$ cat config.mk
export PLATFORM = sky130hd
export DESIGN_NAME = ttid_gen
export DESIGN_NICKNAME = d
export VERILOG_FILES = /design/src/rtl/ttid_pkg.sv /design/src/rtl/ttid_bc_counter.sv /design/src/rtl/ttid_ev_counter.sv /design/src/rtl/ttid_record_reg.sv /design/src/rtl/ttid_gen.sv
export SDC_FILE = /design/constraint.sdc
export NUM_CORES = 1
export LEC_CHECK = 0
export ABC_AREA = 1
export BUFFER_PORTS_ARGS = -buffer_cell sky130_fd_sc_hd__buf_2
export CORE_ASPECT_RATIO = 0.7
export CORE_MARGIN = 10
export CORE_UTILIZATION = 50
export CTS_BUF_LIST = sky130_fd_sc_hd__clkbuf_4 sky130_fd_sc_hd__clkbuf_8 sky130_fd_sc_hd__clkbuf_16
export DETAILED_ROUTE_END_ITERATION = 8
export PLACE_DENSITY = 0.78
export SETUP_SLACK_MARGIN = 0.3
export SYNTH_ARGS = -nofsm -noshare
export SYNTH_HDL_FRONTEND = slang
export SYNTH_SLANG_ARGS = --single-unit
$ cat constraint.sdc
create_clock -name clk -period 3.5 [get_ports clk]
set_clock_uncertainty 0.2 [all_clocks]
set_input_delay 0.7 -clock clk [delete_from_list [all_inputs] [get_ports clk]]
set_output_delay 0.7 -clock clk [all_outputs]
set_load 0.03 [all_outputs]
$ cat src/rtl/ttid_pkg.sv
package ttid_pkg;

   localparam int unsigned DEF_BC_W    = 12;
   localparam int unsigned DEF_BC_LAST = 3563;
   localparam int unsigned DEF_EV_W    = 24;
   localparam int unsigned DEF_TT_W    = 8;

   // True when the orbit length exactly fills a W-bit counter
   function automatic bit fills_range(int unsigned last, int unsigned w);
      longint unsigned span;
      span = longint'(last) + 64'd1;
      return span == (64'd1 << w);
   endfunction

endpackage

$ cat src/rtl/ttid_bc_counter.sv
module ttid_bc_counter #(
   parameter int unsigned W    = ttid_pkg::DEF_BC_W,
   parameter int unsigned LAST = ttid_pkg::DEF_BC_LAST
) (
   input  logic         clk,
   input  logic         rst,
   input  logic         clr,
   output logic [W-1:0] count
);

   localparam logic [W-1:0] LAST_V = W'(LAST);
   localparam bit           FREE   = ttid_pkg::fills_range(LAST, W);

   logic [W-1:0] nxt;

   generate
      if (FREE) begin : g_free_wrap
         always_comb nxt = count + 1'b1;
      end else begin : g_cmp_wrap
         always_comb nxt = (count == LAST_V) ? '0 : count + 1'b1;
      end
   endgenerate

   always_ff @(posedge clk) begin
      if (rst || clr) count <= '0;
      else            count <= nxt;
   end

   a_r4_clear_zeroes: assert property (@(posedge clk) disable iff (rst)
      clr |=> count == '0);

   a_r2_single_step: assert property (@(posedge clk) disable iff (rst)
      (!clr && count != LAST_V) |=> count == $past(count) + 1'b1);

   a_r3_orbit_wrap: assert property (@(posedge clk) disable iff (rst)
      (!clr && count == LAST_V) |=> count == '0);

endmodule

$ cat src/rtl/ttid_ev_counter.sv
module ttid_ev_counter #(
   parameter int unsigned W = ttid_pkg::DEF_EV_W
) (
   input  logic         clk,
   input  logic         rst,
   input  logic         clr,
   input  logic         bump,
   output logic [W-1:0] count
);

   always_ff @(posedge clk) begin
      if (rst || clr)  count <= '0;
      else if (bump)   count <= count + 1'b1;
   end

   a_r7_clear_wins: assert property (@(posedge clk) disable iff (rst)
      clr |=> count == '0);

   a_r6_bump_once: assert property (@(posedge clk) disable iff (rst)
      (bump && !clr) |=> count == $past(count) + 1'b1);

   a_r6_idle_holds: assert property (@(posedge clk) disable iff (rst)
      (!bump && !clr) |=> $stable(count));

endmodule

$ cat src/rtl/ttid_record_reg.sv
module ttid_record_reg #(
   parameter int unsigned BC_W = ttid_pkg::DEF_BC_W,
   parameter int unsigned EV_W = ttid_pkg::DEF_EV_W,
   parameter int unsigned TT_W = ttid_pkg::DEF_TT_W
) (
   input  logic            clk,
   input  logic            rst,
   input  logic            take,
   input  logic [BC_W-1:0] bc_in,
   input  logic [EV_W-1:0] ev_in,
   input  logic [TT_W-1:0] tt_in,
   output logic            rec_valid,
   output logic [BC_W-1:0] rec_bc,
   output logic [EV_W-1:0] rec_ev,
   output logic [TT_W-1:0] rec_tt
);

   always_ff @(posedge clk) begin
      if (rst) begin
         rec_valid <= 1'b0;
         rec_bc    <= '0;
         rec_ev    <= '0;
         rec_tt    <= '0;
      end else begin
         rec_valid <= take;
         if (take) begin
            rec_bc <= bc_in;
            rec_ev <= ev_in;
            rec_tt <= tt_in;
         end
      end
   end

   a_r9_valid_follows: assert property (@(posedge clk) disable iff (rst)
      take |=> rec_valid);

   a_r9_no_spurious: assert property (@(posedge clk) disable iff (rst)
      !take |=> !rec_valid);

   a_r8_type_capture: assert property (@(posedge clk) disable iff (rst)
      take |=> rec_tt == $past(tt_in));

   a_r10_fields_hold: assert property (@(posedge clk) disable iff (rst)
      !take |=> ($stable(rec_bc) && $stable(rec_ev) && $stable(rec_tt)));

endmodule

$ cat src/rtl/ttid_gen.sv
module ttid_gen #(
   parameter int unsigned BC_W    = ttid_pkg::DEF_BC_W,
   parameter int unsigned BC_LAST = ttid_pkg::DEF_BC_LAST,
   parameter int unsigned EV_W    = ttid_pkg::DEF_EV_W,
   parameter int unsigned TT_W    = ttid_pkg::DEF_TT_W
) (
   input  logic            clk,
   input  logic            rst,
   input  logic            bc_reset,
   input  logic            ev_reset,
   input  logic            l1_accept,
   input  logic [TT_W-1:0] trig_type,
   output logic            id_valid,
   output logic [BC_W-1:0] id_bcid,
   output logic [EV_W-1:0] id_evid,
   output logic [TT_W-1:0] id_ttype
);

   initial begin
      assert (BC_W >= 1 && BC_W <= 32) else $error("BC_W out of range");
      assert (EV_W >= 1 && EV_W <= 32) else $error("EV_W out of range");
      assert (TT_W >= 1) else $error("TT_W must be positive");
      assert (longint'(BC_LAST) < (64'd1 << BC_W))
         else $error("BC_LAST does not fit in BC_W bits");
   end

   logic [BC_W-1:0] bc_q;
   logic [EV_W-1:0] ev_q;

   ttid_bc_counter #(.W(BC_W), .LAST(BC_LAST)) u_bc (
      .clk   (clk),
      .rst   (rst),
      .clr   (bc_reset),
      .count (bc_q)
   );

   ttid_ev_counter #(.W(EV_W)) u_ev (
      .clk   (clk),
      .rst   (rst),
      .clr   (ev_reset),
      .bump  (l1_accept),
      .count (ev_q)
   );

   ttid_record_reg #(.BC_W(BC_W), .EV_W(EV_W), .TT_W(TT_W)) u_rec (
      .clk       (clk),
      .rst       (rst),
      .take      (l1_accept),
      .bc_in     (bc_q),
      .ev_in     (ev_q),
      .tt_in     (trig_type),
      .rec_valid (id_valid),
      .rec_bc    (id_bcid),
      .rec_ev    (id_evid),
      .rec_tt    (id_ttype)
   );

   a_r5_bcid_pre_reset: assert property (@(posedge clk) disable iff (rst)
      (l1_accept && bc_reset) |=> (id_bcid == $past(bc_q) && bc_q == '0));

   a_r7_evid_pre_reset: assert property (@(posedge clk) disable iff (rst)
      (l1_accept && ev_reset) |=> (id_evid == $past(ev_q) && ev_q == '0));

   a_r1_quiet_in_reset: assert property (@(posedge clk)
      $past(rst) |-> (!id_valid && id_bcid == '0 && id_evid == '0));

endmodule

==> impl_metrics.csv, run 1 <==
group,metric,value,unit
status,status,"finished clean",
worst_hold_path,holdCritPathClass,"reg2reg",
cts,path_clk_slew,0.07,ns
worst_setup_path,endpoint,"u_ev.count[16]",
synth,ys_seq_area_share,48.8,%
synth,synth.distinct_cells,24,
sta,rsz0062_at_grt,"no",
detailed_routing,wire_per_inst,13.4,microns
floorplanning,pin_count,58,
sta,slew_headroom,46.3,%
cts,clock-sinks,81,
worst_setup_path,critPathMaxStageDelay,0.32,ns
power_and_ir_drop,irDropWorstVdd,0.000262,V
job,drv_cap,0,
cts,cts_root_buffer,"clkbuf_8",
synth,ys_seq_elements,81,
floorplanning,die_h,88.2,microns
sta,fin_setup_tns,0,ns
worst_setup_path,critPathArrivalTime,2.07,ns
layout,syn2layout_area_growth,16.7,%
cts,cts_inserted_buffers,9,
cts,htree_levels,3,
sta,final_hold_viol_count,0,
worst_setup_path,r2r-start,"u_ev.count[0]",
floorplanning,die-area,10400,sq um
grt,grt_pass1_wl,14100,microns
worst_setup_path,critPathSlowestCell,"buf_2",
place,placed_cells,598,
floorplanning,die_w,117,microns
cts,cts_setup_buffers,0,
worst_setup_path,r2r-end,"u_ev.count[18]",
worst_setup_path,cp_cell_sequence,"buf_2 > buf_4 > nand2_2 > nor2_4 > nand3_1 > nor2_1 > nand2_1 > nand2_1 > nor2_1",
power_and_ir_drop,power_density,482,nW/um^2
worst_setup_path,rrSetupSlack,1.75,ns
detailed_routing,dr.pass1.iters,4,
place,gp_congestion,0.915,
cts,cts_tree,"yes",
detailed_routing,drt_first_iter_violations,317,
detailed_routing,drcViolationCount,0,
layout,final_common_cell,"nor2_1",
power_and_ir_drop,power_leakage,1.52,nW
cts,cts_resized,0,
layout,mostFrequentLayoutCells,"116 x nor2_1, 85 x nand2_1, 81 x dfxtp_1, 57 x buf_2, 43 x o21ai_0",
detailed_routing,ant_nets,0,
detailed_routing,wl,8220,microns
cts,clockBufferDepth,2,
grt,grt_max_degree,39,
floorplanning,num_rows,24,
cts,clock_latency,0.35,ns
sta,fin_crit,2.02,ns
place,portBuffers,57,
worst_setup_path,critPathRequiredTime,3.55,ns
layout,drive_above_1_share,16.9,%
sta,finalMaxSlewViolations,0,
floorplanning,core_area,6340,sq um
floorplanning,initial_utilization,52.5,%
detailed_routing,vias,3078,
layout,nNetsFinal,533,
sta,final-setup-viol-count,0,
grt,grt_pass1_vias,2987,
worst_setup_path,worstSetupPathType,"in2reg",
sta,max_freq,496,MHz
grt,grt_overflow,0,
worst_setup_path,endpoint_kind,"flop",
sta,fin_crit_sh,57.6,%
synth,synth.avg_cell_area,7.15,sq um
worst_setup_path,path_max_fanout,22,
worst_setup_path,start_kind,"input pin",
worst_setup_path,startpoint,"l1_accept",
grt,track_usage,16.5,%
detailed_routing,viasPerCell,5.02,
layout,num_antenna_cells,0,
sta,worst_pin_slew,0.805,ns
synth,syn_area,3320,sq um
worst_setup_path,worstRegToRegCells,8,
worst_hold_path,worstHoldPathCells,2,
grt,antenna_found_initial,0,
synth,syn_inst,465,
synth,ys_warn_count,0,
place,place_hpwl,6020,microns
layout,final_cells,613,
cts,hold_buffers,0,
synth,syn-num-nets,480,
-- layout make-up --
type / instances / area (sq um)
fill: 576 / 2460
sequential: 81 / 1620
multi-input combinational: 331 / 1480
timing repair buffer: 61 / 315
clock buffer: 12 / 153
inverter: 34 / 128
tap: 91 / 114
clock inverter: 3 / 65.1
-- worst max-delay path, delay by kind of cell --
kind,cells,cell delay (ns)
buffers and inverters,2,0.64
and+or+nand+nor,7,0.73
-- per-layer routing --
layer	vias to the layer above	routed length, microns	GRT usage, %
li1	1586	-	-
met2	102	3250	23.7
met3	10	674	5.66
met5	-	0	0
met4	0	108	5.93
met1	1380	4180	22.4
-- cell usage after synthesis --
| cell type | n | area [sq um] |
|---|---|---|
| xnor2_1 | 1 | 8.76 |
| nor2_1 | 116 | 435 |
| buf_2 | 10 | 50.1 |
| nor2_4 | 5 | 56.3 |
| inv_1 | 32 | 120 |
| nand2_2 | 4 | 25.0 |
| ha_1 | 2 | 25.0 |
| inv_2 | 2 | 7.51 |
| clkbuf_2 | 1 | 5.00 |
| nand2_1 | 85 | 319 |
| a21oi_1 | 39 | 195 |
| o21ai_0 | 43 | 215 |
| buf_4 | 2 | 15.0 |
| nor3_1 | 9 | 45.0 |
| xor2_1 | 2 | 17.5 |
| nand3_2 | 1 | 10.0 |
| clkbuf_1 | 6 | 22.5 |
| nand3_1 | 17 | 85.1 |
| and2_1 | 1 | 6.26 |
| o21ai_1 | 2 | 10.0 |
| nand4_1 | 1 | 6.26 |
| nand3b_1 | 1 | 7.51 |
| dfxtp_1 | 81 | 1620 |
| a211oi_1 | 2 | 15.0 |
-- cells by family after synthesis --
logic type	after synthesis	share of synthesized area (%)
AND/OR/NAND/NOR	240	30.0
AO/OA/AOI/OAI	86	13.1
flip-flops	81	48.8
buffers and inverters	53	6.62
XOR/XNOR	3	0.791
adder cells (fa/ha/maj)	2	0.753
-- sequential cells by signal, indices dropped and copies added, names as in the netlist --
signal           cells
u_ev.count          24
u_bc.count          12
u_rec.rec_valid      1
u_rec.rec_tt         8
u_rec.rec_ev        24
u_rec.rec_bc        12
-- worst min path at each step --
| stage | to | start |
|---|---|---|
| 2_1_floorplan | u_bc.count[0] | u_bc.count[0] |
| 3_3_place_gp | u_bc.count[0] | u_bc.count[0] |
| 3_5_place_dp | u_bc.count[0] | u_bc.count[0] |
| 4_1_cts | u_bc.count[10] | u_bc.count[10] |
| 5_1_grt | u_bc.count[10] | u_bc.count[10] |
| 6_report | u_rec.rec_ev[18] | u_rec.rec_ev[18] |
-- report_power, final --
group	leakage (nW)	switching, mW	internal [mW]
clock	0.113	0.318	0.432
sequential	0.661	0.0131	0.948
combinational	0.741	0.114	0.0428
-- stage by stage --
step	hold WS (ns)	area, sq um	total power, mW	setup slack (ns)	util (%)
3_5_place_dp	0.255	3660	1.14	1.16	57.8
4_1_cts	0.270	3880	1.89	1.53	61.2
6_report	0.268	3880	1.87	1.48	61.2
5_1_grt	0.291	3880	1.94	1.33	61.2
2_1_floorplan	0.230	3320	1.09	1.79	-
3_3_place_gp	0.247	3660	1.14	1.22	57.8
Power figures use the tool's default switching activity.
==> run 2, diff against run 1 <==
- ABC_AREA: 1 -> 0
- PLACE_DENSITY: 0.78 -> 0.79
- clock period: 3.5 -> 2.1 ns (I/O delays scaled with it)
==> run 2 against run 1 <==
Largest power group unchanged. Combinational power barely moved. Largest cell class unchanged. Sequential share of layout area rose by 0.70 points. Cell count fell by 24%. Synthesized area fell by 3.9%. Critical path type is now reg2reg. Count of clock-buffer cells in the layout rose by 2. Global-route usage fell by 2.7 points. Routed wire length fell by 19%. Die area fell by 3.1%.
==> impl_metrics.csv, run 2 <==
group,metric,value,unit
status,status,"finished clean",
worst_setup_path,rrSetupSlack,0.33,ns
floorplanning,pin_count,58,
worst_hold_path,min-delay-start,"trig_type[1]",
detailed_routing,vias,2403,
sta,rsz0062_at_grt,"yes",
detailed_routing,drt_first_iter_violations,121,
sta,worst_pin_slew,0.485,ns
cts,cts_inserted_buffers,9,
power_and_ir_drop,internal_power,2.38,mW
sta,finalMaxSlewViolations,0,
sta,slew_headroom,67.7,%
synth,ys_seq_elements,81,
worst_setup_path,endpoint_kind,"flop",
cts,cts_root_buffer,"clkbuf_8",
power_and_ir_drop,swShare,20.8,%
place,place_hpwl,4750,microns
grt,grt_overflow,0,
layout,drive_above_1_share,28.5,%
sta,fin_crit,1.77,ns
synth,synth.most_common_cell,"dfxtp_1",
sta,max_freq,566,MHz
power_and_ir_drop,power.clock.fraction,43.1,%
sta,worst_hold_slack,0.114,ns
layout,num_antenna_cells,0,
floorplanning,die_h,86.9,microns
layout,nNetsFinal,400,
layout,final_cells,468,
place,gp_congestion,0.785,
layout,mostFrequentLayoutCells,"76 x dfxtp_1, 60 x nor2_1, 57 x buf_2, 45 x mux2i_1, 14 x xor2_1",
floorplanning,num_rows,24,
floorplanning,die_w,116,microns
synth,netlist.area_leader.share,50.8,%
worst_setup_path,critPathRequiredTime,2.14,ns
power_and_ir_drop,pwr-share-comb,5.1,%
cts,clock-sinks,81,
power_and_ir_drop,power_leakage,1.68,nW
detailed_routing,wire_per_inst,14.3,microns
grt,grt_max_degree,31,
sta,final-setup-viol-count,0,
synth,synth_common_cells,"81 x dfxtp_1, 62 x nor2_1, 45 x mux2i_1, 14 x xor2_1",
detailed_routing,drcViolationCount,0,
layout,reg.largest.list,"u_ev.count: 24 flops, u_rec.rec_ev: 24 flops",
worst_hold_path,holdCritPathClass,"in2reg",
sta,final_hold_viol_count,0,
floorplanning,initial_utilization,51.4,%
power_and_ir_drop,power_density,782,nW/um^2
floorplanning,die-area,10000,sq um
layout,multi_input_area,1490,sq um
power_and_ir_drop,seq_power_share,51.7,%
cts,clock_latency,0.34,ns
synth,syn-num-nets,339,
worst_setup_path,start_kind,"flop",
grt,antenna_found_initial,0,
worst_setup_path,startpoint,"u_bc.count[1]",
layout,seqCellArea,1640,sq um
synth,synth_top_area_cell,"dfxtp_1",
power_and_ir_drop,irDropWorstVdd,0.000461,V
cts,path_clk_slew,0.07,ns
cts,htree_levels,3,
worst_setup_path,path_max_fanout,6,
detailed_routing,ant_nets,0,
sta,fin_setup_tns,0,ns
synth,ys_warn_count,0,
synth,synthArstFlopShare,0,%
synth,syn_inst,324,
floorplanning,core_area,6220,sq um
grt,grt_pass1_wl,11100,microns
worst_setup_path,r2r-start,"u_bc.count[1]",
detailed_routing,wl,6690,microns
sta,fin_crit_sh,84.2,%
cts,cts_tree,"yes",
worst_setup_path,worstSetupPathType,"reg2reg",
synth,syn_area,3190,sq um
place,portBuffers,57,
worst_setup_path,critPathArrivalTime,1.81,ns
synth,ys_seq_area_share,50.8,%
detailed_routing,viasPerCell,5.13,
synth,synth.area.top_cells,"dfxtp_1 51%, mux2i_1 14%, nor2_1 7.3%, xor2_1 3.8%, xnor2_1 2.5%",
layout,postLayoutCoreUtil,61.9,%
synth,synth_edf_count,0,
layout,fill_cells,523,
synth,synth_ff_type,"dfxtp_1",
detailed_routing,dr.pass1.iters,4,
grt,grt_pass1_vias,2325,
synth,synth.avg_cell_area,9.86,sq um
place,placed_cells,448,
synth,synth.distinct_cells,31,
layout,final_common_cell,"dfxtp_1",
layout,syn2layout_area_growth,20.4,%
power_and_ir_drop,p_switching,0.627,mW
cts,hold_buffers,0,
job,drv_cap,0,
cts,clockBufferDepth,2,
grt,track_usage,13.7,%
[run 2: logic make-up after synthesis]
| logic type | after synthesis | share of synthesized area, % |
|---|---|---|
| compound gates | 21 | 3.41 |
| flops | 81 | 50.8 |
| fa+ha+maj | 2 | 0.783 |
| mux | 45 | 14.1 |
| simple gates | 131 | 21.3 |
| xor+xnor | 23 | 6.31 |
| buf+inv | 21 | 3.33 |
[run 2: power by group through the flow]
stage	Clock [mW]	Sequential [mW]	Combinational, mW
final	1.30	1.56	0.154
after global routing	1.40	1.56	0.166
after CTS	1.32	1.56	0.153
after detailed placement	0	1.60	0.148
after global placement	0	1.60	0.144
after floorplan	0	1.62	0.0828
[run 2: path summary, 6_finish.rpt]
| kind | end | depth (start not counted) |
|---|---|---|
| worst max register to register | u_bc.count[11] | 6 |
| worst max-delay path | u_bc.count[11] | 6 |
| worst min-delay path | u_rec.rec_tt[1] | 3 |
| worst min register to register | u_rec.rec_bc[8] | 2 |
[run 2: layer usage]
metal	global-route usage [%]	up-vias	wire length (microns)
li1	-	1226	-
met1	17.0	1124	3190
met2	20.3	51	2960
met3	6.40	2	506
met4	5.28	0	30
met5	0	-	0
[run 2: area by class of cell]
| type | instances | share of cell area, % |
|---|---|---|
| clock buffer | 14 | 4.52 |
| tap | 78 | 2.54 |
| sequential | 81 | 42.5 |
| multi-input combinational | 222 | 38.7 |
| timing repair buffer | 69 | 9.95 |
| clock inverter | 2 | 1.56 |
| inverter | 2 | 0.195 |
[run 2: timing repair]
item                       CTS  global route
resized for setup            4            11
pin swaps                    1             4
setup endpoints to repair   12            22
setup buffers                2             2
[run 2: critical path, cell delays in order (launching register included)]
cell and delay (ns):
dfxtp_4 0.36, ha_4 0.14, nand4b_1 0.08, or4b_1 0.49
o21ai_2 0.18, buf_6 0.16, nor2_2 0.04
[run 2: stage by stage]
stage / setup slack, ns / cell area (sq um) / power [mW]
after CTS: 0.304 / 3810 / 3.04
after global routing: 0.246 / 3850 / 3.12
after detailed placement: 0.239 / 3550 / 1.74
after global placement: 0.271 / 3550 / 1.74
after floorplan: 0.312 / 3210 / 1.70
final: 0.332 / 3850 / 3.01
